--- config.mk ---
export PLATFORM = sky130hd
export DESIGN_NAME = flag_branch_unit
export DESIGN_NICKNAME = d
export VERILOG_FILES = /design/src/rtl/fbu_pkg.sv /design/src/rtl/fbu_status_store.sv /design/src/rtl/fbu_cond_eval.sv /design/src/rtl/fbu_pc_resolve.sv /design/src/rtl/flag_branch_unit.sv
export SDC_FILE = /design/constraint.sdc
export NUM_CORES = 1
export LEC_CHECK = 0
export BUFFER_PORTS_ARGS = -buffer_cell sky130_fd_sc_hd__buf_4
export CORE_MARGIN = 2
export CORE_UTILIZATION = 24
export CTS_BUF_LIST = sky130_fd_sc_hd__clkbuf_4
export CTS_CLUSTER_SIZE = 28
export DETAILED_ROUTE_END_ITERATION = 8
export PLACE_DENSITY = 0.48
export SYNTH_ARGS = -nofsm -noshare
export SYNTH_HDL_FRONTEND = slang
export SYNTH_SLANG_ARGS = --single-unit
--- constraint.sdc ---
create_clock -name clk -period 2.9 [get_ports clk]
set_input_delay 0.29 -clock clk [delete_from_list [all_inputs] [get_ports clk]]
set_output_delay 0.29 -clock clk [all_outputs]
set_load 0.02 [all_outputs]
--- src/rtl/fbu_pkg.sv ---
package fbu_pkg;

    localparam int SR_W  = 8;
    localparam int IDX_W = $clog2(SR_W);

    localparam int POS_C = 0;
    localparam int POS_Z = 1;
    localparam int POS_N = 2;
    localparam int POS_V = 3;
    localparam int POS_S = 4;
    localparam int POS_H = 5;
    localparam int POS_T = 6;
    localparam int POS_I = 7;

    typedef enum logic [3:0] {
        CMD_IDLE   = 4'd0,
        CMD_FSET   = 4'd1,
        CMD_FCLR   = 4'd2,
        CMD_BSTORE = 4'd3,
        CMD_BLOAD  = 4'd4,
        CMD_BRSET  = 4'd5,
        CMD_BRCLR  = 4'd6,
        CMD_BRGE   = 4'd7,
        CMD_BRLT   = 4'd8,
        CMD_SKSET  = 4'd9,
        CMD_SKCLR  = 4'd10
    } cmd_e;

    typedef enum logic [1:0] {
        FLOW_SEQ    = 2'd0,
        FLOW_BRANCH = 2'd1,
        FLOW_SKIP   = 2'd2
    } flow_e;

endpackage

--- src/rtl/fbu_status_store.sv ---
module fbu_status_store
    import fbu_pkg::*;
(
    input  logic             clk,
    input  logic             rst_n,
    input  cmd_e             cmd,
    input  logic [IDX_W-1:0] bit_sel,
    input  logic [SR_W-1:0]  alu_flags,
    input  logic [SR_W-1:0]  alu_mask,
    input  logic             store_bit,
    output logic [SR_W-1:0]  sreg
);

    logic [SR_W-1:0] sreg_d;

    // Next-state process: masked merge first, then the command overrides.
    always_comb begin
        sreg_d = (sreg & ~alu_mask) | (alu_flags & alu_mask);
        unique case (cmd)
            CMD_FSET:   sreg_d[bit_sel] = 1'b1;
            CMD_FCLR:   sreg_d[bit_sel] = 1'b0;
            CMD_BSTORE: sreg_d[POS_T]   = store_bit;
            default:    ;
        endcase
    end

    // State register process.
    always_ff @(posedge clk or negedge rst_n) begin
        if (!rst_n) begin
            sreg <= '0;
        end else begin
            sreg <= sreg_d;
        end
    end

    p_set_wins_r4: assert property (@(posedge clk) disable iff (!rst_n)
        (cmd == CMD_FSET) |=> sreg[$past(bit_sel)] == 1'b1);

    p_clr_wins_r3: assert property (@(posedge clk) disable iff (!rst_n)
        (cmd == CMD_FCLR) |=> sreg[$past(bit_sel)] == 1'b0);

    p_store_t_r5: assert property (@(posedge clk) disable iff (!rst_n)
        (cmd == CMD_BSTORE) |=> sreg[POS_T] == $past(store_bit));

endmodule

--- src/rtl/fbu_cond_eval.sv ---
module fbu_cond_eval
    import fbu_pkg::*;
(
    input  cmd_e             cmd,
    input  logic [SR_W-1:0]  sreg,
    input  logic [SR_W-1:0]  reg_val,
    input  logic [IDX_W-1:0] bit_sel,
    output flow_e            flow,
    output logic             cond
);

    logic sel_flag;
    logic sel_reg;
    logic signed_lt;

    assign sel_flag  = sreg[bit_sel];
    assign sel_reg   = reg_val[bit_sel];
    assign signed_lt = sreg[POS_N] ^ sreg[POS_V];

    always_comb begin
        flow = FLOW_SEQ;
        cond = 1'b0;
        unique case (cmd)
            CMD_BRSET: begin flow = FLOW_BRANCH; cond = sel_flag;   end
            CMD_BRCLR: begin flow = FLOW_BRANCH; cond = ~sel_flag;  end
            CMD_BRGE:  begin flow = FLOW_BRANCH; cond = ~signed_lt; end
            CMD_BRLT:  begin flow = FLOW_BRANCH; cond = signed_lt;  end
            CMD_SKSET: begin flow = FLOW_SKIP;   cond = sel_reg;    end
            CMD_SKCLR: begin flow = FLOW_SKIP;   cond = ~sel_reg;   end
            default:   begin flow = FLOW_SEQ;    cond = 1'b0;       end
        endcase
    end

endmodule

--- src/rtl/fbu_pc_resolve.sv ---
module fbu_pc_resolve
    import fbu_pkg::*;
#(
    parameter int PC_W  = 12,
    parameter int OFF_W = 7
) (
    input  logic [PC_W-1:0]  pc,
    input  logic [OFF_W-1:0] offset,
    input  flow_e            flow,
    input  logic             cond,
    input  logic             two_word,
    output logic [PC_W-1:0]  pc_next,
    output logic             taken
);

    localparam int EXT_W = PC_W - OFF_W;

    logic [PC_W-1:0] off_ext;
    logic [PC_W-1:0] skip_step;

    assign off_ext   = {{EXT_W{offset[OFF_W-1]}}, offset};
    assign skip_step = two_word ? PC_W'(3) : PC_W'(2);

    always_comb begin
        taken   = 1'b0;
        pc_next = pc + PC_W'(1);
        unique case (flow)
            FLOW_BRANCH: begin
                taken = cond;
                if (cond) pc_next = pc + off_ext + PC_W'(1);
            end
            FLOW_SKIP: begin
                taken = cond;
                if (cond) pc_next = pc + skip_step;
            end
            default: ;
        endcase
    end

endmodule

--- src/rtl/flag_branch_unit.sv ---
module flag_branch_unit
    import fbu_pkg::*;
#(
    parameter int PC_W  = 12,
    parameter int OFF_W = 7
) (
    input  logic              clk,
    input  logic              rst_n,
    input  logic [SR_W-1:0]   alu_flags,
    input  logic [SR_W-1:0]   alu_mask,
    input  logic [3:0]        cmd,
    input  logic [IDX_W-1:0]  bit_sel,
    input  logic [SR_W-1:0]   reg_val,
    input  logic [OFF_W-1:0]  offset,
    input  logic [PC_W-1:0]   pc,
    input  logic              next_two_word,
    output logic [SR_W-1:0]   sreg,
    output logic [PC_W-1:0]   pc_next,
    output logic              taken,
    output logic [SR_W-1:0]   reg_result
);

    cmd_e  cmd_q;
    flow_e flow;
    logic  cond;

    assign cmd_q = cmd_e'(cmd);

    fbu_status_store i_store (
        .clk       (clk),
        .rst_n     (rst_n),
        .cmd       (cmd_q),
        .bit_sel   (bit_sel),
        .alu_flags (alu_flags),
        .alu_mask  (alu_mask),
        .store_bit (reg_val[bit_sel]),
        .sreg      (sreg)
    );

    fbu_cond_eval i_cond (
        .cmd     (cmd_q),
        .sreg    (sreg),
        .reg_val (reg_val),
        .bit_sel (bit_sel),
        .flow    (flow),
        .cond    (cond)
    );

    fbu_pc_resolve #(.PC_W(PC_W), .OFF_W(OFF_W)) i_pc (
        .pc       (pc),
        .offset   (offset),
        .flow     (flow),
        .cond     (cond),
        .two_word (next_two_word),
        .pc_next  (pc_next),
        .taken    (taken)
    );

    always_comb begin
        reg_result          = reg_val;
        reg_result[bit_sel] = sreg[POS_T];
    end

    p_idle_merge_r2: assert property (@(posedge clk) disable iff (!rst_n)
        (cmd == 4'd0) |=> sreg == (($past(sreg) & ~$past(alu_mask)) |
                                   ($past(alu_flags) & $past(alu_mask))));

    p_seq_step_r9: assert property (@(posedge clk) disable iff (!rst_n)
        !taken |-> pc_next == pc + PC_W'(1));

    p_skip_len_r10: assert property (@(posedge clk) disable iff (!rst_n)
        (taken && (cmd == 4'd9 || cmd == 4'd10)) |->
            pc_next == pc + (next_two_word ? PC_W'(3) : PC_W'(2)));

    p_seq_cmd_r9: assert property (@(posedge clk) disable iff (!rst_n)
        (cmd < 4'd5 || cmd > 4'd10) |-> !taken);

endmodule

# After elaboration in Yosys (flattened, before gate mapping)
# Index checks and enable logic that the tools add are counted.
classes:
  n_mux: 17
  reduce_logical: 4
  n_bitwise: 11
  magnitude_cmp: 2
  addsub: 4
  n_eq_ne: 11
op_table:
  columns: ["op", "n"]
  rows:
  - ["adder 12 x 1 -> 12 bit (second input constant)", 2]
  - ["adder 12 bit", 2]
  - ["bitwise AND 8 bit", 3]
  - ["2-to-1 mux 12 bit", 2]
  - ["case mux 12 bit (2 select lines)", 1]
  - ["NOT 8 bit", 2]
  - ["OR 8 bit", 2]
  - ["equality test 4 x 3 -> 1 bit (second input constant)", 3]
  - ["equality test 4 bit (second input constant)", 3]
  - ["case mux 6 bit (2 select lines)", 1]
  - ["bitwise mux 8 bit", 1]
  - ["equality test 4 x 2 -> 1 bit (second input constant)", 2]
  - ["binary-select mux 1 bit (select 3 bit)", 2]
  - ["case mux 1 bit (6 select lines)", 1]
  - ["2-to-1 mux 1 bit", 5]
  - ["equality test 4 x 1 -> 1 bit (second input constant)", 1]
  - ["< comparator 3 x 4 -> 1 bit (second input constant)", 1]
  - ["case mux 2 bit (2 select lines)", 1]
  - ["OR reduction 2 bit", 2]
  - ["OR reduction 4 bit", 1]
  - ["demux 1 bit (select 3 bit)", 1]
  - [">= comparator 3 x 1 -> 1 bit (second input constant)", 1]
  - ["NOT 1 bit", 3]
  - ["case mux 1 bit (3 select lines)", 1]
  - ["5 further kinds", 5]
word_totals:
  out_inout_bits: 29
  register_bits: 8

# Longest topological paths before layout
depth:
  word_depth: 7
  ltp_mapped: 10
  mapped_depth_nobuf: 10

# Cells and area by module
# From an unflattened synthesis, not the netlist that was laid out.
unflattened:
  hier_cells: 282
  area_unflattened_um2: 2198.4
by_module_without_submodules:
  columns: ["mod", "seq_area_each_um2", "area_per_inst_um2", "n_inst", "cells_each"]
  rows:
  - ["fbu_pc_resolve", 0.0, 1233.7, 1, 182]
  - ["fbu_status_store", 200.2, 460.4, 1, 45]
  - ["flag_branch_unit", 0.0, 262.8, 1, 32]
  - ["fbu_cond_eval", 0.0, 241.5, 1, 23]

# Worst setup path before layout
# No wires, ideal clock.
synth_path:
  path_kind: "input to output"
  startpoint: "input port pc[0]"
  endpoint: "output port pc_next[10]"
  t_required_ps: 2610
  arrival_ps: 2574
  path_stages: 10
  path_slack_ps: 36
  cell_sequence: "inv_1 -> ha_1 -> inv_1 -> fa_1 -> a211oi_1 -> o21bai_1 -> a2111oi_0 -> nor2_1 -> o311a_1 -> mux2i_1"
synth_between:
  elab_chain_len: 4
  word_cells_on_any_way: 7
synth_rtl:
  columns: ["item", "line", "rtl"]
  rows:
  - ["start: declaration", "flag_branch_unit.sv:15", "input logic [PC_W-1:0] pc,"]
  - ["adder 12 bit", "fbu_pc_resolve.sv:30", "if (cond) pc_next = pc + off_ext + PC_W'(1);"]
  - ["adder 12 x 1 -> 12 bit", "fbu_pc_resolve.sv:30", null]
  - ["2-to-1 mux 12 bit", "fbu_pc_resolve.sv:30", null]
  - ["case mux 12 bit (2 select lines) (*)", "fbu_pc_resolve.sv:27", "unique case (flow)"]
  - ["end: declaration", "flag_branch_unit.sv:18", "output logic [PC_W-1:0] pc_next,"]
# Mark *: on every way between the ends. The rest lies on a longest branch, timed or not.

# Worst setup path in the final report
# Same ends and word-level chain as after synthesis.

==> reports/results.tsv <==
stage	metric	value	unit
status	status	complete, no violations	
clock_tree	maximum root-to-sink buffer count	2	
routing	starting DRC count in detailed routing	37	
finish	number of inserted diodes	0	
sta	maximum clock rate	355	MHz
synthesis	Synth Cell Area	2080	um2
sta	worst-case hold slack	297	ps
sta	Worst Tran Pin Value	461	ps
synthesis	Warnings, synthesis	0	
sta	RSZ-0062 raised after global routing	yes	
die	top-level I/O count	82	
synthesis	Post-Syn Nets	343	
synthesis	Synth async-reset ratio	100	%
min_path	class of the tightest hold or removal check	in -> reg	
clock_tree	number of sinks on the clock net	8	
worst_setup_path	largest fanout of any net on the critical path	3	
sta	final critical delay including setup and external delays	2820	ps
finish	registers with the highest flip-flop counts	i_store.sreg (8)	
grt	number of antenna violations at the first check in global routing	0	
placed_design	HPWL Detailed	5.55	mm
worst_setup_path	sort of element at the start of the critical path	input pin	
sta	number of max-slew violations in the final report	0	
routing	number of search-and-repair iterations in the first detailed-routing pass	4	
placed_design	Port Buffer Count	81	
clock_tree	H-tree level count	1	
finish	fraction of layout instances using a drive strength above 1	32.6	%
clock_tree	TritonCTS Buffers	3	
synthesis	Post-synth EDFFs	0	
synthesis	Most used DFF post-synth	sky130_fd_sc_hd__dfrtp_1	
finish	signed area change from the synthesized netlist to the final layout	42.1	%
synthesis	Distinct cells, synth	49	
clock_tree	latest clock arrival within the worst-skew pair	250	ps
worst_setup_path	critical path start-end classification	in -> out	
sta	post-route clock period utilization	97.2	%
grt	wire length of the first global-routing pass	11.5	mm
pwr	worst ir drop on vdd	0.144	mV
sta	worst relative slew slack	69.0	%
routing	Avg WL per Cell	14.3	um
pwr	power density normalized to cell area	258	nW/um2
placed_design	total cell area at the placement stage	2880	um2
clock_tree	clock slew at the register clock pins of the worst setup and hold paths	50	ps
synthesis	number of register bits inferred by synthesis	8	
clock_tree	TritonCTS clock tree	yes	
synthesis	average cell area after synthesis	7.63	um2
routing	DRT Wirelength	6.66	mm
sta	total count of hold-check failures in the final report	0	
finish	Storage cell area	200	um2
placed_design	last weighted congestion value of the routability-driven placer	0.840	
routing	vias after detailed routing	2273	
die	effective utilization at floorplan	25.1	%
die	standard-cell rows	33	
routing	post-route ant nets	0	
worst_setup_path	Crit path arrival time	2530	ps
flow_run	number of max-cap violations	0	
finish	area taken by multi-input logic gates	1810	um2
pwr	leakage component of the power	1.31	nW
finish	max reg flops	8	
worst_setup_path	Setup crit end kind	primary output	
sta	Clock Skews	0	ps
grt	total overflow reported by the global router	0	
routing	number of remaining DRC errors	0	
sta	Final setup violation count	0	
synthesis	Post-Syn Instances	273	
grt	combined global-route utilization of all metal layers	14.3	%
clock_tree	cell at the root of the clock tree	sky130_fd_sc_hd__clkbuf_4	
finish	fill count	897	
grt	number of global-route vias before repair	2404	
die	Core Footprint	8300	um2
synthesis	register area share after synthesis	9.61	%
grt	largest net degree at the start of global routing	21	
finish	register ranked first by flip-flop count	i_store.sreg	
die	Die Height	97.2	um
die	Die X-Extent	97.2	um
finish	final design area excluding fillers	2960	um2
die	DIE AREA	9440	um2
worst_setup_path	data required time at the worst endpoint	2610	ps
routing	via density per instance	4.87	
finish	final net count	434	
==> where the power goes <==
| group | total (mW) | internal [mW] | switching (mW) |
|---|---|---|---|
| combinational | 0.544 | 0.261 | 0.283 |
| sequential | 0.135 | 0.123 | 0.0114 |
| clock | 0.0857 | 0.0474 | 0.0383 |
==> area by class of cell <==
cell class	count	area share, %
multi-input combinational	240	61.2
timing repair buffer	97	25.1
sequential	8	6.76
tap	105	4.44
inverter	14	1.78
clock buffer	3	0.761
==> cell families (layout without fill, tap and decap cells) <==
| group | Yosys count | in the layout | synth area share, % |
|---|---|---|---|
| buf+inv | 25 | 114 | 5.29 |
| mux | 36 | 36 | 19.1 |
| xor+xnor | 25 | 25 | 10.5 |
| simple gates | 94 | 94 | 21.9 |
| fa+ha+maj | 17 | 17 | 10.6 |
| compound gates | 68 | 68 | 23.1 |
| flops | 8 | 8 | 9.61 |
==> final timing paths <==
check,from,end,slack (ps),depth (start not counted)
setup reg to reg,i_store.sreg[3],i_store.sreg[3],1960,2
max in group asynchronous,rst_n,i_store.sreg[3],2360,2
hold / removal,cmd[1],i_store.sreg[6],300,2
hold reg to reg,i_store.sreg[1],i_store.sreg[1],600,2
setup / recovery,pc[0],pc_next[10],80,13
min in group asynchronous,rst_n,i_store.sreg[4],410,2
==> Yosys cell counts (all sizes together), types with 2 or more instances <==
cell type	instances	share of area, %
o211ai	3	1.1
o21ai	16	3.8
o32ai	2	0.84
nor3	11	2.6
a21oi	8	1.9
o221ai	7	2.9
nor2	25	4.5
o21bai	4	1.4
nand2	25	4.5
nand3b	3	1.1
a22o	4	1.7
clkbuf	8	1.4
xnor2	15	6.3
nor2b	4	1.6
a22oi	4	1.4
a21o	2	0.72
nand3	6	1.4
or3	2	0.60
mux2	10	5.4
inv	14	2.5
ha	16	9.6
xor2	10	4.2
buf	3	1.3
a211oi	5	1.8
nand2b	11	3.3
mux4	2	2.2
or2	2	0.60
dfrtp	8	9.6
mux2i	24	12
o21a	2	0.72
==> metrics by stage <==
stage	worst slack, ps	TNS [ps]	instances	power (mW)	utilization, %
after floorplan	36.3	0	273	0.452	-
after global placement	-205	-205	462	0.667	34.7
after detailed placement	-253	-253	462	0.669	34.7
after CTS	42.3	0	466	0.766	35.3
after global routing	-80.1	-120	467	0.838	35.7
final	81.4	0	467	0.764	35.7
==> worst max-delay path: stages <==
cell	delay, ps
sky130_fd_sc_hd__buf_4	120
sky130_fd_sc_hd__inv_1	70
sky130_fd_sc_hd__ha_1	160
sky130_fd_sc_hd__inv_1	60
sky130_fd_sc_hd__fa_2	380
sky130_fd_sc_hd__a211oi_4	240
sky130_fd_sc_hd__o21bai_2	140
sky130_fd_sc_hd__a2111oi_4	300
sky130_fd_sc_hd__buf_4	160
sky130_fd_sc_hd__nor2_1	40
sky130_fd_sc_hd__o311a_1	280
sky130_fd_sc_hd__mux2i_1	140
sky130_fd_sc_hd__buf_4	160
==> layout by cell type (no fill, tap or decap), drive strengths merged, types with 4 or more instances in the layout <==
| cell type | Yosys | layout |
|---|---|---|
| dfrtp | 8 | 8 |
| ha | 16 | 16 |
| xor2 | 10 | 10 |
| nand3 | 6 | 6 |
| a211oi | 5 | 5 |
| buf | 3 | 96 |
| nor3 | 11 | 11 |
| nor2b | 4 | 4 |
| a22o | 4 | 4 |
| o21bai | 4 | 4 |
| mux2i | 24 | 24 |
| a22oi | 4 | 4 |
| mux2 | 10 | 10 |
| inv | 14 | 14 |
| o221ai | 7 | 7 |
| o21ai | 16 | 16 |
| a21oi | 8 | 8 |
| nor2 | 25 | 25 |
| nand2b | 11 | 11 |
| nand2 | 25 | 25 |
| xnor2 | 15 | 15 |
==> metal layers <==
layer | track usage [%] | share of wire (%)
met3 | 1.87 | 5.1
met1 | 19.8 | 48
met4 | 1.95 | 0.42
met5 | 0 | 0
met2 | 24.4 | 46
==> what timing repair did <==
item | CTS | global route
gates resized for setup | 5 | 2
endpoints found under the setup margin | 1 | 7
pin swaps | 2 | 1
buffers inserted | 0 | 1
hold endpoints to repair | 8 | 0
hold buffers | 1 | 0
No activity file was read; power rests on OpenSTA's default activity.
